===== config.mk =====
export PLATFORM = sky130hd
export DESIGN_NAME = fb_mode_check
export DESIGN_NICKNAME = d
export VERILOG_FILES = /design/src/rtl/fbm_pkg.sv /design/src/rtl/fbm_format_decode.sv /design/src/rtl/fbm_geometry.sv /design/src/rtl/fbm_fit_check.sv /design/src/rtl/fbm_mode_latch.sv /design/src/rtl/fb_mode_check.sv
export SDC_FILE = /design/constraint.sdc
export NUM_CORES = 2
export LEC_CHECK = 0
export BUFFER_PORTS_ARGS = -buffer_cell sky130_fd_sc_hd__buf_2
export CAP_MARGIN = 10
export CORE_ASPECT_RATIO = 0.8
export CORE_MARGIN = 2
export CORE_UTILIZATION = 55
export CTS_BUF_LIST = sky130_fd_sc_hd__clkbuf_4 sky130_fd_sc_hd__clkbuf_8
export CTS_CLUSTER_SIZE = 8
export DETAILED_ROUTE_END_ITERATION = 8
export HOLD_SLACK_MARGIN = 0.05
export PLACE_DENSITY_LB_ADDON = 0.3
export SETUP_SLACK_MARGIN = 0.15
export SLEW_MARGIN = 10
export SYNTH_ARGS = -nofsm -noshare
export SYNTH_HDL_FRONTEND = slang
export SYNTH_SLANG_ARGS = --single-unit
export TNS_END_PERCENT = 20

===== constraint.sdc =====
create_clock -name clk_i -period 3.55 [get_ports clk_i]
set_input_delay 0.5325 -clock clk_i [delete_from_list [all_inputs] [get_ports clk_i]]
set_output_delay 0.5325 -clock clk_i [all_outputs]
set_load 0.005 [all_outputs]

===== src/rtl/fbm_pkg.sv =====
package fbm_pkg;
  typedef enum logic [1:0] {
    FMT_NONE    = 2'd0,
    FMT_RGB565  = 2'd1,
    FMT_XRGB_LE = 2'd2,
    FMT_XRGB_BE = 2'd3
  } pix_fmt_e;

  localparam int unsigned DEPTH_LO = 16;
  localparam int unsigned DEPTH_HI = 32;
endpackage


===== src/rtl/fbm_format_decode.sv =====
module fbm_format_decode #(
  parameter int unsigned REG_W = 16
) (
  input  logic [REG_W-1:0] bpp_i,
  input  logic             big_endian_i,
  output logic [1:0]       fmt_o,
  output logic [2:0]       bytes_o,
  output logic             ok_o
);
  import fbm_pkg::*;

  pix_fmt_e fmt;

  always_comb begin
    fmt     = FMT_NONE;
    bytes_o = 3'd0;
    ok_o    = 1'b0;
    if (bpp_i == REG_W'(DEPTH_LO)) begin
      fmt     = FMT_RGB565;
      bytes_o = 3'd2;
      ok_o    = 1'b1;
    end else if (bpp_i == REG_W'(DEPTH_HI)) begin
      fmt     = big_endian_i ? FMT_XRGB_BE : FMT_XRGB_LE;
      bytes_o = 3'd4;
      ok_o    = 1'b1;
    end
  end

  assign fmt_o = fmt;
endmodule


===== src/rtl/fbm_geometry.sv =====
module fbm_geometry #(
  parameter int unsigned REG_W    = 16,
  parameter int unsigned STRIDE_W = REG_W + 3,
  parameter int unsigned SIZE_W   = STRIDE_W + REG_W,
  parameter int unsigned OFS_W    = SIZE_W + 1
) (
  input  logic [2:0]          bytes_i,
  input  logic [REG_W-1:0]    xres_i,
  input  logic [REG_W-1:0]    yres_i,
  input  logic [REG_W-1:0]    vwidth_i,
  input  logic [REG_W-1:0]    xoff_i,
  input  logic [REG_W-1:0]    yoff_i,
  output logic [STRIDE_W-1:0] stride_o,
  output logic [SIZE_W-1:0]   size_o,
  output logic [OFS_W-1:0]    offset_o
);
  logic [REG_W-1:0] eff_w;
  logic [OFS_W-1:0] pan_x;
  logic [OFS_W-1:0] pan_y;

  // a virtual width narrower than the screen is widened to it
  assign eff_w    = (vwidth_i < xres_i) ? xres_i : vwidth_i;
  assign stride_o = STRIDE_W'(eff_w) * STRIDE_W'(bytes_i);
  assign size_o   = SIZE_W'(stride_o) * SIZE_W'(yres_i);
  assign pan_x    = OFS_W'(xoff_i) * OFS_W'(bytes_i);
  assign pan_y    = OFS_W'(yoff_i) * OFS_W'(stride_o);
  assign offset_o = pan_x + pan_y;
endmodule


===== src/rtl/fbm_fit_check.sv =====
module fbm_fit_check #(
  parameter int unsigned REG_W   = 16,
  parameter int unsigned MEM_W   = 32,
  parameter int unsigned MIN_DIM = 64,
  parameter int unsigned SIZE_W  = 2 * REG_W + 3,
  parameter int unsigned OFS_W   = SIZE_W + 1
) (
  input  logic [REG_W-1:0]  xres_i,
  input  logic [REG_W-1:0]  yres_i,
  input  logic [SIZE_W-1:0] size_i,
  input  logic [OFS_W-1:0]  offset_i,
  input  logic [MEM_W-1:0]  mem_bytes_i,
  output logic              ok_o
);
  localparam int unsigned END_W = (OFS_W + 1 > MEM_W) ? OFS_W + 1 : MEM_W;

  logic [END_W-1:0] end_addr;
  logic             dims_ok;
  logic             fits;

  assign end_addr = END_W'(offset_i) + END_W'(size_i);
  assign dims_ok  = (xres_i >= REG_W'(MIN_DIM)) && (yres_i >= REG_W'(MIN_DIM));
  assign fits     = end_addr <= END_W'(mem_bytes_i);
  assign ok_o     = dims_ok && fits;
endmodule


===== src/rtl/fbm_mode_latch.sv =====
module fbm_mode_latch #(
  parameter int unsigned REG_W    = 16,
  parameter int unsigned STRIDE_W = REG_W + 3,
  parameter int unsigned SIZE_W   = STRIDE_W + REG_W,
  parameter int unsigned OFS_W    = SIZE_W + 1
) (
  input  logic                clk_i,
  input  logic                rst_ni,
  input  logic                tick_i,
  input  logic                ok_i,
  input  logic [1:0]          fmt_i,
  input  logic [2:0]          bytes_i,
  input  logic [REG_W-1:0]    width_i,
  input  logic [REG_W-1:0]    height_i,
  input  logic [STRIDE_W-1:0] stride_i,
  input  logic [OFS_W-1:0]    offset_i,
  input  logic [SIZE_W-1:0]   size_i,
  output logic [1:0]          fmt_o,
  output logic [2:0]          bytes_o,
  output logic [REG_W-1:0]    width_o,
  output logic [REG_W-1:0]    height_o,
  output logic [STRIDE_W-1:0] stride_o,
  output logic [OFS_W-1:0]    offset_o,
  output logic [SIZE_W-1:0]   size_o,
  output logic                valid_o,
  output logic                changed_o
);
  logic differ;

  assign differ = (fmt_i != fmt_o) || (bytes_i != bytes_o) ||
                  (width_i != width_o) || (height_i != height_o) ||
                  (stride_i != stride_o) || (offset_i != offset_o) ||
                  (size_i != size_o);

  always_ff @(posedge clk_i or negedge rst_ni) begin
    if (!rst_ni) begin
      fmt_o     <= '0;
      bytes_o   <= '0;
      width_o   <= '0;
      height_o  <= '0;
      stride_o  <= '0;
      offset_o  <= '0;
      size_o    <= '0;
      valid_o   <= 1'b0;
      changed_o <= 1'b0;
    end else if (tick_i) begin
      valid_o   <= ok_i;
      changed_o <= ok_i && differ;
      if (ok_i) begin
        fmt_o    <= fmt_i;
        bytes_o  <= bytes_i;
        width_o  <= width_i;
        height_o <= height_i;
        stride_o <= stride_i;
        offset_o <= offset_i;
        size_o   <= size_i;
      end
    end else begin
      changed_o <= 1'b0;
    end
  end
endmodule


===== src/rtl/fb_mode_check.sv =====
module fb_mode_check #(
  parameter int unsigned REG_W   = 16,
  parameter int unsigned MEM_W   = 32,
  parameter int unsigned MIN_DIM = 64
) (
  input  logic                 clk_i,
  input  logic                 rst_ni,
  input  logic                 tick_i,
  input  logic                 enable_i,
  input  logic [REG_W-1:0]     bpp_i,
  input  logic                 big_endian_i,
  input  logic [REG_W-1:0]     xres_i,
  input  logic [REG_W-1:0]     yres_i,
  input  logic [REG_W-1:0]     vwidth_i,
  input  logic [REG_W-1:0]     xoff_i,
  input  logic [REG_W-1:0]     yoff_i,
  input  logic [MEM_W-1:0]     mem_bytes_i,
  output logic [1:0]           fmt_o,
  output logic [2:0]           bytes_o,
  output logic [REG_W-1:0]     width_o,
  output logic [REG_W-1:0]     height_o,
  output logic [REG_W+2:0]     stride_o,
  output logic [2*REG_W+3:0]   offset_o,
  output logic [2*REG_W+2:0]   size_o,
  output logic                 valid_o,
  output logic                 changed_o
);
  localparam int unsigned STRIDE_W = REG_W + 3;
  localparam int unsigned SIZE_W   = STRIDE_W + REG_W;
  localparam int unsigned OFS_W    = SIZE_W + 1;

  logic [1:0]          c_fmt;
  logic [2:0]          c_bytes;
  logic                fmt_ok;
  logic [STRIDE_W-1:0] c_stride;
  logic [SIZE_W-1:0]   c_size;
  logic [OFS_W-1:0]    c_offset;
  logic                fit_ok;
  logic                cand_ok;

  fbm_format_decode #(.REG_W(REG_W)) u_fmt (
    .bpp_i       (bpp_i),
    .big_endian_i(big_endian_i),
    .fmt_o       (c_fmt),
    .bytes_o     (c_bytes),
    .ok_o        (fmt_ok)
  );

  fbm_geometry #(
    .REG_W(REG_W), .STRIDE_W(STRIDE_W), .SIZE_W(SIZE_W), .OFS_W(OFS_W)
  ) u_geom (
    .bytes_i (c_bytes),
    .xres_i  (xres_i),
    .yres_i  (yres_i),
    .vwidth_i(vwidth_i),
    .xoff_i  (xoff_i),
    .yoff_i  (yoff_i),
    .stride_o(c_stride),
    .size_o  (c_size),
    .offset_o(c_offset)
  );

  fbm_fit_check #(
    .REG_W(REG_W), .MEM_W(MEM_W), .MIN_DIM(MIN_DIM), .SIZE_W(SIZE_W), .OFS_W(OFS_W)
  ) u_fit (
    .xres_i     (xres_i),
    .yres_i     (yres_i),
    .size_i     (c_size),
    .offset_i   (c_offset),
    .mem_bytes_i(mem_bytes_i),
    .ok_o       (fit_ok)
  );

  assign cand_ok = enable_i && fmt_ok && fit_ok;

  fbm_mode_latch #(
    .REG_W(REG_W), .STRIDE_W(STRIDE_W), .SIZE_W(SIZE_W), .OFS_W(OFS_W)
  ) u_latch (
    .clk_i    (clk_i),
    .rst_ni   (rst_ni),
    .tick_i   (tick_i),
    .ok_i     (cand_ok),
    .fmt_i    (c_fmt),
    .bytes_i  (c_bytes),
    .width_i  (xres_i),
    .height_i (yres_i),
    .stride_i (c_stride),
    .offset_i (c_offset),
    .size_i   (c_size),
    .fmt_o    (fmt_o),
    .bytes_o  (bytes_o),
    .width_o  (width_o),
    .height_o (height_o),
    .stride_o (stride_o),
    .offset_o (offset_o),
    .size_o   (size_o),
    .valid_o  (valid_o),
    .changed_o(changed_o)
  );
endmodule


* Yosys cells after proc, flatten, opt, wreduce, memory -nomap -nowiden
Index checks and enable logic that the tools add are counted.
** Storage, ports and cells
- Bits in registers :: 129
- Input bits :: 133
- Output and inout bits :: 129
- Word-level logic and storage cells :: 49
** Cells by class
- $add $sub $neg :: 2
- Multiply operators :: 4
- Order comparisons :: 4
- Eq/ne operators :: 9
- Mux-type cells :: 9
- Reductions and logical operators :: 12
** Operators with widths (number)
- 16-bit by 3-bit multiplier with 19-bit output :: 2
- 36-bit by 35-bit adder with 37-bit output :: 1
- 37-bit by 32-bit <= comparator with 1-bit output :: 1
- 19-bit by 35-bit adder with 36-bit output :: 1
- 36-bit != test :: 1
- 16-bit by 19-bit multiplier with 35-bit output :: 1
- 19-bit by 16-bit multiplier with 35-bit output :: 1
- 35-bit != test :: 1
- 16-bit by 7-bit >= comparator with 1-bit output, second input constant :: 2
- 16-bit != test :: 2
- 19-bit != test :: 1
- 16-bit by 5-bit equality test with 1-bit output, second input constant :: 1
- 16-bit by 6-bit equality test with 1-bit output, second input constant :: 1
- 16-bit less-than comparator :: 1
- 16-bit two-way mux :: 1
- 1-bit logical OR :: 6
- 3-bit two-way mux :: 2
- 1-bit logical AND :: 5
- 1-bit two-way mux :: 4
- 2-bit two-way mux :: 2
- 3-bit != test :: 1
- 2-bit != test :: 1
- 2-bit AND reduction :: 1

* Depth between registers and ports, before layout
- Word-level depth :: 12
- Mapped depth :: 69
- Mapped depth without buffers :: 63

* Hierarchy
From an unflattened synthesis, not the netlist that was laid out.
** Unflattened totals
- Cell total of the unflattened synthesis :: 3850
- Area, all modules :: 33945.1 um2
** By module, submodules not included
- fbm_geometry :: instances 1, cells each 2969, area an instance 24871.4 um2, seq. area each 0.0 um2
- fbm_mode_latch :: instances 1, cells each 443, area an instance 6118.4 um2, seq. area each 3228.1 um2
- fbm_fit_check :: instances 1, cells each 422, area an instance 2864.0 um2, seq. area each 0.0 um2
- fbm_format_decode :: instances 1, cells each 15, area an instance 85.1 um2, seq. area each 0.0 um2
- fb_mode_check :: instances 1, cells each 1, area an instance 6.3 um2, seq. area each 0.0 um2

* Least setup slack after synthesis
Ideal clock, no wire load.
- Path type :: input port to flip-flop
- Start :: in xres_i[13]
- End :: reg u_latch.bytes_o[1]
- Library setup time :: 125 ps
- Arrival :: 14348 ps
- Required time :: 3425 ps
- Slack :: -10924 ps
- Stages on the path :: 66
- Path buffers :: 6
- Cells stage by stage :: inv_1 ha_1 a21o_1 a21o_1 a21oi_1 o21ai_0 a21oi_1 clkbuf_1 mux2i_1 nor2_1 ha_1 ha_1 inv_1 fa_1 nor2b_1 o21a_1 o21ai_0 a21oi_1 [... 30 more ...] o21ai_0 a221oi_4 o21ai_0 xor2_1 ha_1 nand4_1 nor3_1 nand4_1 o21ai_0 a31oi_1 nor2_1 o41a_1 nand2b_1 or4_4 buf_6 buf_6 buf_6 mux2_4
** On the way
- Elaborated cells on any way between the ends :: 13
- Those cells by class :: 2 x add/sub; 3 x mul; 3 x order compare; 1 x mux; 4 x reduce/logical
** RTL lines
- start, declared :: RTL line fb_mode_check.sv:12 : input logic [REG_W-1:0] xres_i,
- 16-bit less-than comparator :: RTL line fbm_geometry.sv:22 : assign eff_w = (vwidth_i < xres_i) ? xres_i : vwidth_i;
- 16-bit two-way mux * :: RTL line fbm_geometry.sv:22
- 16-bit by 3-bit multiplier with 19-bit output * :: RTL line fbm_geometry.sv:23 : assign stride_o = STRIDE_W'(eff_w) * STRIDE_W'(bytes_i);
- 19-bit by 16-bit multiplier with 35-bit output * :: RTL line fbm_geometry.sv:24 : assign size_o = SIZE_W'(stride_o) * SIZE_W'(yres_i);
- via c_size[21] :: RTL line fb_mode_check.sv:36 : logic [SIZE_W-1:0] c_size;
- 36-bit by 35-bit adder with 37-bit output * :: RTL line fbm_fit_check.sv:21 : assign end_addr = END_W'(offset_i) + END_W'(size_i);
- 37-bit by 32-bit <= comparator with 1-bit output * :: RTL line fbm_fit_check.sv:23 : assign fits = end_addr <= END_W'(mem_bytes_i);
- 1-bit logical AND * :: RTL line fbm_fit_check.sv:24 : assign ok_o = dims_ok && fits;
- 1-bit logical AND * :: RTL line fb_mode_check.sv:74 : assign cand_ok = enable_i && fmt_ok && fit_ok;
- 2-bit AND reduction (no source line) *
- end signal, assigned :: RTL line fbm_mode_latch.sv:51 : bytes_o <= bytes_i;
- end, declared :: RTL line fbm_mode_latch.sv:19 : output logic [2:0] bytes_o,
The timed path passes the listed nets; every way through them passes the cells marked *.
A chain may end at the register's enable or synchronous reset.

* Worst setup path after layout
- Start :: in xres_i[13]
- End :: reg u_latch.stride_o[15]
** On the way
- Elaborated cells on any way between the ends :: 13
- Those cells by class :: 2 x add/sub; 3 x mul; 3 x order compare; 1 x mux; 4 x reduce/logical
** RTL lines
- 16-bit less-than comparator :: RTL line fbm_geometry.sv:22
- 16-bit two-way mux * :: RTL line fbm_geometry.sv:22
- 16-bit by 3-bit multiplier with 19-bit output * :: RTL line fbm_geometry.sv:23
- 19-bit by 16-bit multiplier with 35-bit output * :: RTL line fbm_geometry.sv:24
- via c_size[19] :: RTL line fb_mode_check.sv:36
- 36-bit by 35-bit adder with 37-bit output * :: RTL line fbm_fit_check.sv:21
- 37-bit by 32-bit <= comparator with 1-bit output * :: RTL line fbm_fit_check.sv:23
- 1-bit logical AND * :: RTL line fbm_fit_check.sv:24
- 1-bit logical AND * :: RTL line fb_mode_check.sv:74
- 2-bit AND reduction (no source line) *
- end signal, assigned :: RTL line fbm_mode_latch.sv:54 : stride_o <= stride_i;
- end, declared :: RTL line fbm_mode_latch.sv:22 : output logic [STRIDE_W-1:0] stride_o,
Marked as above.

==> impl_metrics.env <==
export IMPL_status="finished, violations left"
export IMPL_violations="negative setup slack"
export IMPL_die_h_um=218.5
export IMPL_startpoint_type="primary input"
export IMPL_p_sw_mw=1.025
export IMPL_drtIter0Drc=2740
export IMPL_totalWireLength_mm=113.6
export IMPL_skew_ns=0.01542
export IMPL_syn_area_per_cell_um2=9.023
export IMPL_setup_ws_ns=-9.847
export IMPL_htree_levels=4
export IMPL_cts_reportedPaths_clkPinSlew_ns=0.08
export IMPL_grt_max_degree=78
export IMPL_cts_buffers_inserted=17
export IMPL_synth_area_leaders="fa_1 30%, ha_1 14%, dfrtp_1 9.8%"
export IMPL_rsz0062_at_grt="yes"
export IMPL_synthArstFlopShare_pct=100.0
export IMPL_antenna_found_initial=7
export IMPL_tightest_slew_ns=1.300
export IMPL_syn_instance_count=3505
export IMPL_core_mm2=0.05680
export IMPL_path_buf_inv=17
export IMPL_nets=5415
export IMPL_clk_latency_ns=0.47
export IMPL_synth_seq_cells=124
export IMPL_switching_share_pct=29.46
export IMPL_clock_sinks=124
export IMPL_worstPathRequired_ns=3.89
export IMPL_post_drt_via_cell_ratio=5.603
export IMPL_power_frac_comb_pct=17.8
export IMPL_portBuffers=257
export IMPL_tritoncts="built"
export IMPL_power_leakage_nw=23.32
export IMPL_hold_viol_final=0
export IMPL_yosys_top_cells_count="649 x inv_1, 479 x fa_1, 345 x ha_1"
export IMPL_drc=0
export IMPL_slew_viol_final=0
export IMPL_n_fill_cell=4074
export IMPL_min_period_ns=13.40
export IMPL_grt_overflow_total=0
export IMPL_setup_viol=124
export IMPL_ios=262
export IMPL_rows=78
export IMPL_multi_input_area_mm2=0.02677
export IMPL_crit_slowest_cell="fa_1"
export IMPL_maxCapViolCount=0
export IMPL_synth_area_mm2=0.03163
export IMPL_internal_power_mw=2.455
export IMPL_grt_pass1_vias=29813
export IMPL_dp_hpwl_mm=93.35
export IMPL_cts_buffer_depth=2
export IMPL_grt_use_total_pct=38.06
export IMPL_yosysUniqueCellTypes=87
export IMPL_whs_ns=0.1129
export IMPL_wl_per_cell_um=21.71
export IMPL_seqPwrFrac_pct=40.6
export IMPL_hp_class="primary input to async pin"
export IMPL_ir_worst_vdd_uv=237.5
export IMPL_pre_cts_ws_ns=-10.62
export IMPL_netlist_area_leader_share_pct=30.32
export IMPL_critPathKind="primary input to flip-flop"
export IMPL_vias=29308
export IMPL_ys_seq_area_share_pct=9.812
export IMPL_cts_hold_buf=0
export IMPL_power_density_mw_per_mm2=82.96
export IMPL_yosys_area_top_type="fa_1"
export IMPL_area_growth_pct=32.65
export IMPL_yosys_warnings=0
export IMPL_clock_root_buffer="clkbuf_8"
export IMPL_cp_max_fo=7
export IMPL_grt_pass1_wl_mm=172.4
export IMPL_fin_crit_sh_pct=377.4
export IMPL_first_pass_iters=6
export IMPL_max_stage_delay_ns=0.56
export IMPL_max_slew_margin_pct=11.07
export IMPL_synth_edff_count=0
export IMPL_drive_gt1_share_pct=33.31
export IMPL_regArea_mm2=0.003103
export IMPL_start_util_pct=55.68
export IMPL_cp_common_cell="fa_1"
export IMPL_ant_nets=0
export IMPL_dieArea_mm2=0.05945
export IMPL_die_w_um=272.1
export IMPL_synth_most_common_cell="inv_1"
export IMPL_p_clk_share_pct=41.6
export IMPL_place_congestion=1.021
export IMPL_crit_arrival_ns=13.74
export IMPL_critical_path_top_delay_family="adder cells"
export IMPL_ys_flop_type="dfrtp_1"
export IMPL_max_freq_mhz=74.65
export IMPL_cp_end_kind="flip-flop"
state kept, by name, indices dropped and copies added, names as in the netlist:
register / count
u_latch.offset_o: 35
u_latch.size_o: 34
u_latch.stride_o: 18
u_latch.height_o: 16
u_latch.width_o: 16
u_latch.bytes_o: 2
u_latch.changed_o: 1
u_latch.fmt_o: 1
u_latch.valid_o: 1
per-stage QoR:
step | cell area (um2) | power (mW) | TNS, ns | util [%] | cells
global route | 41950 | 3.577 | -1260.93 | 73.85 | 5230
global placement | 39390 | 1.990 | -1297.11 | 69.36 | 5131
CTS | 41110 | 3.439 | -1180.26 | 72.37 | 5198
finish | 41950 | 3.480 | -1216.64 | 73.86 | 5231
floorplan | 31980 | 1.629 | -1157.56 | - | 3508
detailed placement | 39390 | 1.995 | -1308.95 | 69.36 | 5131
per-layer routing:
layer  up-vias  part of all wire [%]  global-route usage, %
li1      12945                     -                      -
met4        12                   4.5                  12.64
met5         -                 0.051                      0
met3       342                    12                  11.15
met2      1521                    43                  57.51
met1     14488                    41                  52.46
placed cells by master (no fill, tap or decap), types with 10 or more instances in the layout:
cell type	synthesis	final
xnor2_2	0	12
buf_2	14	250
buf_4	5	769
xnor2_1	120	102
nand2b_1	36	35
inv_2	0	20
a211oi_1	15	11
ha_1	345	312
dfrtp_1	124	124
o21ai_2	2	12
o21bai_1	12	10
nand4_1	41	41
nor2_1	108	97
ha_4	0	30
xor2_1	95	89
buf_6	10	31
mux2_2	55	54
nor3_1	31	25
a21oi_2	4	31
fa_2	0	16
o21ai_1	7	14
mux2_4	67	68
inv_1	649	626
nor2_2	1	11
nor4_1	28	27
nand3_1	31	29
and2_4	0	14
and2_1	320	306
nor2b_1	32	30
clkbuf_8	0	17
a21oi_1	124	92
fa_1	479	463
o21a_1	17	16
mux2i_1	21	16
nand2_1	338	330
buf_12	0	18
a21o_1	43	43
o21ai_0	63	44
worst paths after layout:
| kind | from | endpoint | slack, ns | cells after the start |
|---|---|---|---|---|
| max in group asynchronous | rst_ni | u_latch.bytes_o[2] | 2.63 | 2 |
| worst max-delay path | xres_i[13] | u_latch.stride_o[15] | -9.85 | 67 |
| worst min register to register | u_latch.valid_o | u_latch.valid_o | 0.53 | 2 |
| min in group clk_i | tick_i | u_latch.valid_o | 0.27 | 2 |
| worst max register to register | u_latch.height_o[12] | u_latch.changed_o | -1.56 | 17 |
| worst min-delay path | rst_ni | u_latch.offset_o[11] | 0.11 | 1 |
power by group through the flow:
stage	clock, mW	sequential, mW	combinational (mW)
after floorplan	0	1.44	0.189
after global placement	0	1.44	0.551
after detailed placement	0	1.44	0.555
after CTS	1.44	1.41	0.588
after global routing	1.51	1.41	0.652
final	1.45	1.41	0.620
kinds of logic after synthesis:
group                      after synthesis  share of synthesized area [%]
xor gates and xnor gates               217                          6.097
and+or+nand+nor                       1007                          16.26
adders and majority gates              824                          43.97
other                                    1                        0.01186
AOI/OAI and AO/OA                      380                          8.083
DFF                                    124                          9.812
muxes                                  143                          5.804
buffers and inverters                  809                          9.958
layout make-up:
class	count	share of cell area, %
inverters	649	5.849
flip-flops and latches	124	7.397
repair buffers	1090	19.66
well taps	760	2.267
multi-input cells	2576	63.81
diodes	1	0.005965
clock inverters	11	0.4026
clock buffers	20	0.6114
repair_timing:
| action | in CTS | in global routing |
|---|---|---|
| setup buffers | 29 | 23 |
| gates resized for setup | 175 | 107 |
| gates cloned | 7 | 9 |
| pin swaps | 70 | 110 |
| setup endpoints to repair | 124 | 124 |
Note: power is estimated with default switching activity, not from simulation.
